File: config.mk
export PLATFORM = sky130hd
export DESIGN_NAME = panel_id_probe
export DESIGN_NICKNAME = d
export VERILOG_FILES = /design/src/rtl/panel_id_pkg.sv /design/src/rtl/panel_id_rst_sync.sv /design/src/rtl/panel_id_settle.sv /design/src/rtl/panel_id_collect.sv /design/src/rtl/panel_id_seq.sv /design/src/rtl/panel_id_probe.sv
export SDC_FILE = /design/constraint.sdc
export NUM_CORES = 1
export LEC_CHECK = 0
export BUFFER_PORTS_ARGS = -buffer_cell sky130_fd_sc_hd__buf_2
export CORE_MARGIN = 2
export CORE_UTILIZATION = 50
export DETAILED_ROUTE_END_ITERATION = 6
export PLACE_DENSITY = 0.86
export SYNTH_ARGS = -nofsm -noshare
export SYNTH_HDL_FRONTEND = slang
export SYNTH_SLANG_ARGS = --single-unit
File: constraint.sdc
create_clock -name clk_i -period 1.8 [get_ports clk_i]
set_input_delay 0.09 -clock clk_i [delete_from_list [all_inputs] [get_ports clk_i]]
set_output_delay 0.09 -clock clk_i [all_outputs]
set_load 0.05 [all_outputs]
File: src/rtl/panel_id_pkg.sv
package panel_id_pkg;

  localparam logic [7:0] CMD_ACCESS_OPEN  = 8'hB0;
  localparam logic [7:0] CMD_STANDBY_EXIT = 8'hB1;
  localparam logic [7:0] CMD_ID_QUERY     = 8'hBF;

  localparam int unsigned NUM_WRITES = 5;
  localparam int unsigned STEP_W     = $clog2(NUM_WRITES);

  typedef enum logic [2:0] {
    PH_IDLE,
    PH_WRITE,
    PH_SETTLE,
    PH_READ,
    PH_DONE
  } phase_e;

  typedef struct packed {
    logic       rs;
    logic [7:0] code;
  } wr_op_t;

  // Fixed write series: unlock, leave standby, then query identity.
  function automatic wr_op_t write_op(input logic [STEP_W-1:0] idx);
    wr_op_t op;
    case (idx)
      STEP_W'(0): op = '{rs: 1'b0, code: CMD_ACCESS_OPEN};
      STEP_W'(1): op = '{rs: 1'b1, code: 8'h00};
      STEP_W'(2): op = '{rs: 1'b0, code: CMD_STANDBY_EXIT};
      STEP_W'(3): op = '{rs: 1'b1, code: 8'h00};
      default:    op = '{rs: 1'b0, code: CMD_ID_QUERY};
    endcase
    return op;
  endfunction

endpackage

File: src/rtl/panel_id_rst_sync.sv
module panel_id_rst_sync (
  input  logic clk_i,
  input  logic rst_ni,
  output logic rst_sync_no
);

  logic [1:0] sync_q;

  always_ff @(posedge clk_i or negedge rst_ni) begin
    if (!rst_ni) sync_q <= 2'b00;
    else         sync_q <= {sync_q[0], 1'b1};
  end

  assign rst_sync_no = sync_q[1];

endmodule

File: src/rtl/panel_id_settle.sv
module panel_id_settle #(
  parameter int unsigned WAIT_MS = 50
) (
  input  logic clk_i,
  input  logic rst_ni,
  input  logic clr_i,
  input  logic run_i,
  input  logic tick_i,
  output logic expired_o
);

  localparam int unsigned CNT_W = $clog2(WAIT_MS + 1) > 0 ? $clog2(WAIT_MS + 1) : 1;

  logic [CNT_W-1:0] cnt_q, cnt_d;
  logic             cnt_en;

  assign expired_o = (cnt_q == CNT_W'(WAIT_MS));

  always_comb begin
    cnt_en = clr_i | (run_i & tick_i & ~expired_o);
    cnt_d  = clr_i ? '0 : cnt_q + CNT_W'(1);
  end

  always_ff @(posedge clk_i or negedge rst_ni) begin
    if (!rst_ni)     cnt_q <= '0;
    else if (cnt_en) cnt_q <= cnt_d;
  end

endmodule

File: src/rtl/panel_id_collect.sv
module panel_id_collect #(
  parameter int unsigned  NUM_ID_BYTES = 4,
  parameter int unsigned  ID_W         = 8 * NUM_ID_BYTES,
  parameter logic [ID_W-1:0] EXPECTED_ID = 32'h0122_1517
) (
  input  logic            clk_i,
  input  logic            rst_ni,
  input  logic            clr_i,
  input  logic            shift_i,
  input  logic            last_i,
  input  logic [7:0]      byte_i,
  output logic [ID_W-1:0] id_o,
  output logic            match_o
);

  logic [ID_W-1:0] id_q, id_d;
  logic            match_q, match_d;
  logic            en;

  always_comb begin
    en      = clr_i | shift_i;
    id_d    = clr_i ? '0 : {id_q[ID_W-9:0], byte_i};
    match_d = clr_i ? 1'b0 : (last_i ? (id_d == EXPECTED_ID) : match_q);
  end

  always_ff @(posedge clk_i or negedge rst_ni) begin
    if (!rst_ni) begin
      id_q    <= '0;
      match_q <= 1'b0;
    end else if (en) begin
      id_q    <= id_d;
      match_q <= match_d;
    end
  end

  assign id_o    = id_q;
  assign match_o = match_q;

endmodule

File: src/rtl/panel_id_seq.sv
module panel_id_seq
  import panel_id_pkg::*;
#(
  parameter int unsigned DATA_W       = 18,
  parameter int unsigned NUM_ID_BYTES = 4
) (
  input  logic              clk_i,
  input  logic              rst_ni,
  input  logic              start_i,
  input  logic              ack_i,
  input  logic              settle_done_i,
  output logic              req_o,
  output logic              rs_o,
  output logic              rd_o,
  output logic [DATA_W-1:0] wdata_o,
  output logic              settle_clr_o,
  output logic              settle_run_o,
  output logic              shift_o,
  output logic              last_o,
  output logic              clr_o,
  output logic              done_o
);

  localparam int unsigned RD_W = $clog2(NUM_ID_BYTES + 1);

  phase_e            phase_q, phase_d;
  logic [STEP_W-1:0] step_q, step_d;
  logic [RD_W-1:0]   rdx_q, rdx_d;
  wr_op_t            op;
  logic              last_write;

  assign op         = write_op(step_q);
  assign last_write = (step_q == STEP_W'(NUM_WRITES - 1));
  assign last_o     = (rdx_q == RD_W'(NUM_ID_BYTES));

  always_comb begin
    phase_d = phase_q;
    step_d  = step_q;
    rdx_d   = rdx_q;
    case (phase_q)
      PH_IDLE: if (start_i) begin
        phase_d = PH_WRITE;
        step_d  = '0;
      end
      PH_WRITE: if (ack_i) begin
        if (last_write) phase_d = PH_SETTLE;
        else            step_d  = step_q + STEP_W'(1);
      end
      PH_SETTLE: if (settle_done_i) begin
        phase_d = PH_READ;
        rdx_d   = '0;
      end
      PH_READ: if (ack_i) begin
        if (last_o) phase_d = PH_DONE;
        else        rdx_d   = rdx_q + RD_W'(1);
      end
      default: phase_d = PH_IDLE;
    endcase
  end

  always_ff @(posedge clk_i or negedge rst_ni) begin
    if (!rst_ni) begin
      phase_q <= PH_IDLE;
      step_q  <= '0;
      rdx_q   <= '0;
    end else begin
      phase_q <= phase_d;
      step_q  <= step_d;
      rdx_q   <= rdx_d;
    end
  end

  always_comb begin
    req_o        = (phase_q == PH_WRITE) || (phase_q == PH_READ);
    rd_o         = (phase_q == PH_READ);
    rs_o         = rd_o ? 1'b1 : op.rs;
    wdata_o      = (phase_q == PH_WRITE) ? {{(DATA_W-8){1'b0}}, op.code} : '0;
    settle_clr_o = (phase_q == PH_WRITE) && ack_i && last_write;
    settle_run_o = (phase_q == PH_SETTLE);
    shift_o      = (phase_q == PH_READ) && ack_i && (rdx_q != '0);
    clr_o        = (phase_q == PH_IDLE) && start_i;
    done_o       = (phase_q == PH_DONE);
  end

endmodule

File: src/rtl/panel_id_probe.sv
module panel_id_probe #(
  parameter int unsigned     DATA_W       = 18,
  parameter int unsigned     NUM_ID_BYTES = 4,
  parameter int unsigned     WAIT_MS      = 50,
  parameter logic [31:0]     EXPECTED_ID  = 32'h0122_1517
) (
  input  logic              clk_i,
  input  logic              rst_ni,
  input  logic              start_i,
  input  logic              ms_tick_i,
  output logic              bus_req_o,
  output logic              bus_rs_o,
  output logic              bus_rd_o,
  output logic [DATA_W-1:0] bus_wdata_o,
  input  logic              bus_ack_i,
  input  logic [DATA_W-1:0] bus_rdata_i,
  output logic              done_o,
  output logic              match_o,
  output logic [8*NUM_ID_BYTES-1:0] id_o
);

  localparam int unsigned ID_W = 8 * NUM_ID_BYTES;

  logic rst_n_int;
  logic settle_clr, settle_run, settle_done;
  logic shift, last, clr;
  logic unused_rdata_hi;

  assign unused_rdata_hi = ^bus_rdata_i[DATA_W-1:8];

  panel_id_rst_sync u_rst (
    .clk_i       (clk_i),
    .rst_ni      (rst_ni),
    .rst_sync_no (rst_n_int)
  );

  panel_id_seq #(
    .DATA_W       (DATA_W),
    .NUM_ID_BYTES (NUM_ID_BYTES)
  ) u_seq (
    .clk_i         (clk_i),
    .rst_ni        (rst_n_int),
    .start_i       (start_i),
    .ack_i         (bus_ack_i),
    .settle_done_i (settle_done),
    .req_o         (bus_req_o),
    .rs_o          (bus_rs_o),
    .rd_o          (bus_rd_o),
    .wdata_o       (bus_wdata_o),
    .settle_clr_o  (settle_clr),
    .settle_run_o  (settle_run),
    .shift_o       (shift),
    .last_o        (last),
    .clr_o         (clr),
    .done_o        (done_o)
  );

  panel_id_settle #(
    .WAIT_MS (WAIT_MS)
  ) u_settle (
    .clk_i     (clk_i),
    .rst_ni    (rst_n_int),
    .clr_i     (settle_clr),
    .run_i     (settle_run),
    .tick_i    (ms_tick_i),
    .expired_o (settle_done)
  );

  panel_id_collect #(
    .NUM_ID_BYTES (NUM_ID_BYTES),
    .ID_W         (ID_W),
    .EXPECTED_ID  (ID_W'(EXPECTED_ID))
  ) u_collect (
    .clk_i   (clk_i),
    .rst_ni  (rst_n_int),
    .clr_i   (clr),
    .shift_i (shift),
    .last_i  (last),
    .byte_i  (bus_rdata_i[7:0]),
    .id_o    (id_o),
    .match_o (match_o)
  );

endmodule

==> impl_metrics.py <==
metrics = {
    "worst_setup_path": {
        "max_stage_delay_ns": 0.47,
        "cp_num_cells": 5,
        "crit_family": "buffers and inverters",
        "timing.rr.start": "u_seq.phase_q[0]",
        "cp.required_ns": 1.71,
        "cp_max_fo": 7,
        "critPathLaunch": "u_seq.step_q[2]",
        "timing.rr.end": "u_collect.match_o",
        "path_cells": "inv_1 -> ha_2 -> nor3_4 -> buf_4 -> buf_6",
        "r2r_slack_ns": 0.08,
        "cp-end-kind": "primary output",
        "crit_buf_inv": 3,
        "arrival_ns": 1.74,
        "cp_slowest_cell": "dfrtp_1",
        "critical_path.startpoint_type": "register",
        "critPathKind": "reg -> out",
        "r2r_cells": 4,
    },
    "detailed_routing": {
        "vias_per_cell": 5.32,
        "drt_iter0_markers": 161,
        "drtPass1Iterations": 4,
        "drc": 0,
        "routedWlPerCell_um": 14.0,
        "ant_nets": 0,
        "via_count": 2185,
        "wirelength_um": 5740,
    },
    "floorplanning": {
        "start_util_pct": 50.9,
        "fp.dieArea_um2": 5690,
        "num_rows": 26,
        "die_y_um": 75.5,
        "core_area_um2": 5010,
        "ioPinCount": 78,
        "die_w_um": 75.5,
    },
    "timing": {
        "fin_crit_sh_pct": 101,
        "worst_clock_skew_ns": 0.0105,
        "layout_min_cycle_time_ns": 1.83,
        "fmax_mhz": 548,
        "report.final.slew_viol_count": 0,
        "grt_setup_unrepaired": "yes",
        "finalSetupTns_ns": -0.0718,
        "setup_viol": 3,
        "hold_viol": 0,
        "final.setup.worst_slack_ns": -0.0264,
    },
    "final_layout": {
        "finalInstanceArea_um2": 3220,
        "diodes": 0,
        "finish.net_count": 373,
        "fin_cells": 411,
        "syn2layout_area_growth_pct": 26.1,
        "drive_gt1_share_pct": 32.0,
    },
    "clocking": {
        "cts_max_level": 2,
        "cts_buffer_depth": 2,
        "cts_tree": "yes",
        "cts_root_buffer": "clkbuf_8",
        "insertion_delay_ns": 0.31,
        "clkTransAtPathRegs_ns": 0.09,
        "cts_buffers": 5,
        "clock-sinks": 50,
    },
    "place": {
        "place_area_um2": 2920,
        "place_inst": 394,
        "port_buffers": 56,
        "place_congestion": 0.798,
        "dp_hpwl_um": 3730,
    },
    "grt": {
        "grt_pass1_wl_um": 8780,
        "grt-busiest-layer": "met1",
        "grtUsageTotal_pct": 20.5,
        "grt_pass1_vias": 1885,
        "antenna_found_initial": 0,
        "met3_usage_pct": 5.42,
        "overflow": 0,
        "grt_use_met1_pct": 29.3,
        "met2_usage_pct": 28.2,
        "grt_max_degree": 49,
    },
    "worst_hold_path": {
        "holdPathStages": 3,
        "hp-class": "in -> reg",
        "holdPathEnd": "u_collect.id_o[7]",
        "worstHoldStart": "bus_rdata_i[7]",
    },
    "yosys": {
        "yosysMostFrequentCell": "nand2_1",
        "synth_top_area_share_pct": 49.0,
        "ys_warn_count": 0,
        "ys_seq_elements": 50,
        "synthArstFlopShare_pct": 100,
        "postSynthCellCount": 275,
        "yosysSeqAreaShare_pct": 49.0,
        "synthFlopType": "dfrtp_1",
        "synth_cell_types": 43,
        "yosys.area.top_type": "dfrtp_1",
        "ys_top_cells_by_area": "dfrtp_1, nand2_1, a21oi_1",
        "synthTopCellsByCount": "nand2_1, dfrtp_1, a21oi_1, buf_4, nand3_1",
        "avgSynthCellArea_um2": 9.28,
        "synth_edf_count": 0,
        "syn-cell-area_um2": 2550,
    },
    "pwr": {
        "p_comb_share_pct": 51.6,
        "peakVddDrop_mv": 0.849,
        "seq_power_share_pct": 32.0,
        "switching_share_pct": 45.0,
        "clkPwrFrac_pct": 16.4,
        "netSwitchingPower_mw": 2.13,
        "powerDensity_nw_per_um2": 1470,
        "p_int_mw": 2.60,
        "p_leak_nw": 1.58,
    },
    "outcome": {
        "run_status": "complete, but fails checks",
        "violations": "setup timing",
    },
    "job": {
        "cap_violations": 0,
    },
}
-- timing repair --
item / in CTS / in global routing
setup endpoints to repair: 7 / 38
pin swaps: 2 / 1
endpoints found under the hold margin: 5 / 0
gates resized for setup: 19 / 11
setup buffers: 4 / 2
hold buffers: 4 / 0
-- through the flow --
step | hold WS, ns | total power, mW | worst slack [ns] | utilization [%]
global route | 0.0120 | 4.95 | -0.114 | 64.2
finish | 0.0134 | 4.72 | -0.0264 | 64.2
floorplan | -0.206 | 3.19 | -0.0124 | -
detailed placement | -0.122 | 3.52 | 0.109 | 58.3
CTS | 0.00377 | 4.58 | -0.00567 | 63.0
global placement | -0.125 | 3.48 | 0.118 | 58.3
-- worst min-delay path, delay by kind of cell --
| family | cells | cell delay [ns] |
|---|---|---|
| AOI/OAI and AO/OA | 1 | 0.06 |
| buffers and inverters | 1 | 0.09 |
| and+or+nand+nor | 1 | 0.04 |
-- sequential cells by signal, indices dropped and copies added (netlist names) --
signal             count
u_seq.phase_q          3
u_collect.id_o        32
u_rst.sync_q           2
u_seq.step_q           3
u_collect.match_o      1
u_seq.rdx_q            3
u_settle.cnt_q         6
-- metal layers --
metal,part of all wire (%),up-vias
li1,-,1042
met4,2.4,0
met2,47,83
met3,6.5,15
met5,0,-
met1,44,1045
-- power groups by stage --
stage	logic [mW]	registers, mW	clock network, mW
floorplan	1.49	1.70	0
global placement	1.97	1.51	0
detailed placement	2.01	1.52	0
CTS	2.30	1.50	0.790
global route	2.58	1.54	0.835
finish	2.44	1.51	0.775
-- final cells by class --
| cell class | count | area, µm² |
|---|---|---|
| Fill cell | 406 | 1790 |
| Multi-Input combinational cell | 198 | 1220 |
| Timing Repair Buffer | 76 | 513 |
| Tap cell | 70 | 87.6 |
| Clock buffer | 5 | 68.8 |
| Clock inverter | 2 | 38.8 |
| Sequential cell | 50 | 1250 |
| Inverter | 10 | 37.5 |
-- cell families after synthesis --
logic type      synth area share, %
fa+ha+maj                      4.41
xor+xnor                      0.686
other cells                   0.294
flops                          49.0
simple gates                   23.2
buf+inv                        8.73
mux                            2.16
compound gates                 11.5
-- cells in the final DEF, fill, tap and decap left out, types with 4 or more instances in the layout --
master,netlist,layout
a21oi_1,28,26
buf_2,7,49
buf_4,18,15
buf_6,1,4
clkbuf_8,0,5
conb_1,2,12
dfrtp_1,50,47
dlygate4sd3_1,0,4
ha_1,9,5
inv_1,10,8
mux2_2,4,4
nand2_1,67,67
nand3_1,12,12
nor2_1,9,8
nor4b_1,5,5
o21ai_0,9,8
-- how the worst max path moves through the flow --
stage | endpoint | slack [ns]
6_report | bus_wdata_o[3] | -0.03
5_1_grt | bus_wdata_o[3] | -0.11
4_1_cts | bus_wdata_o[0] | -0.006
3_5_place_dp | u_collect.match_o | 0.11
3_3_place_gp | u_collect.match_o | 0.12
2_1_floorplan | bus_wdata_o[0] | -0.01
Note: power is estimated with default switching activity, not from simulation.
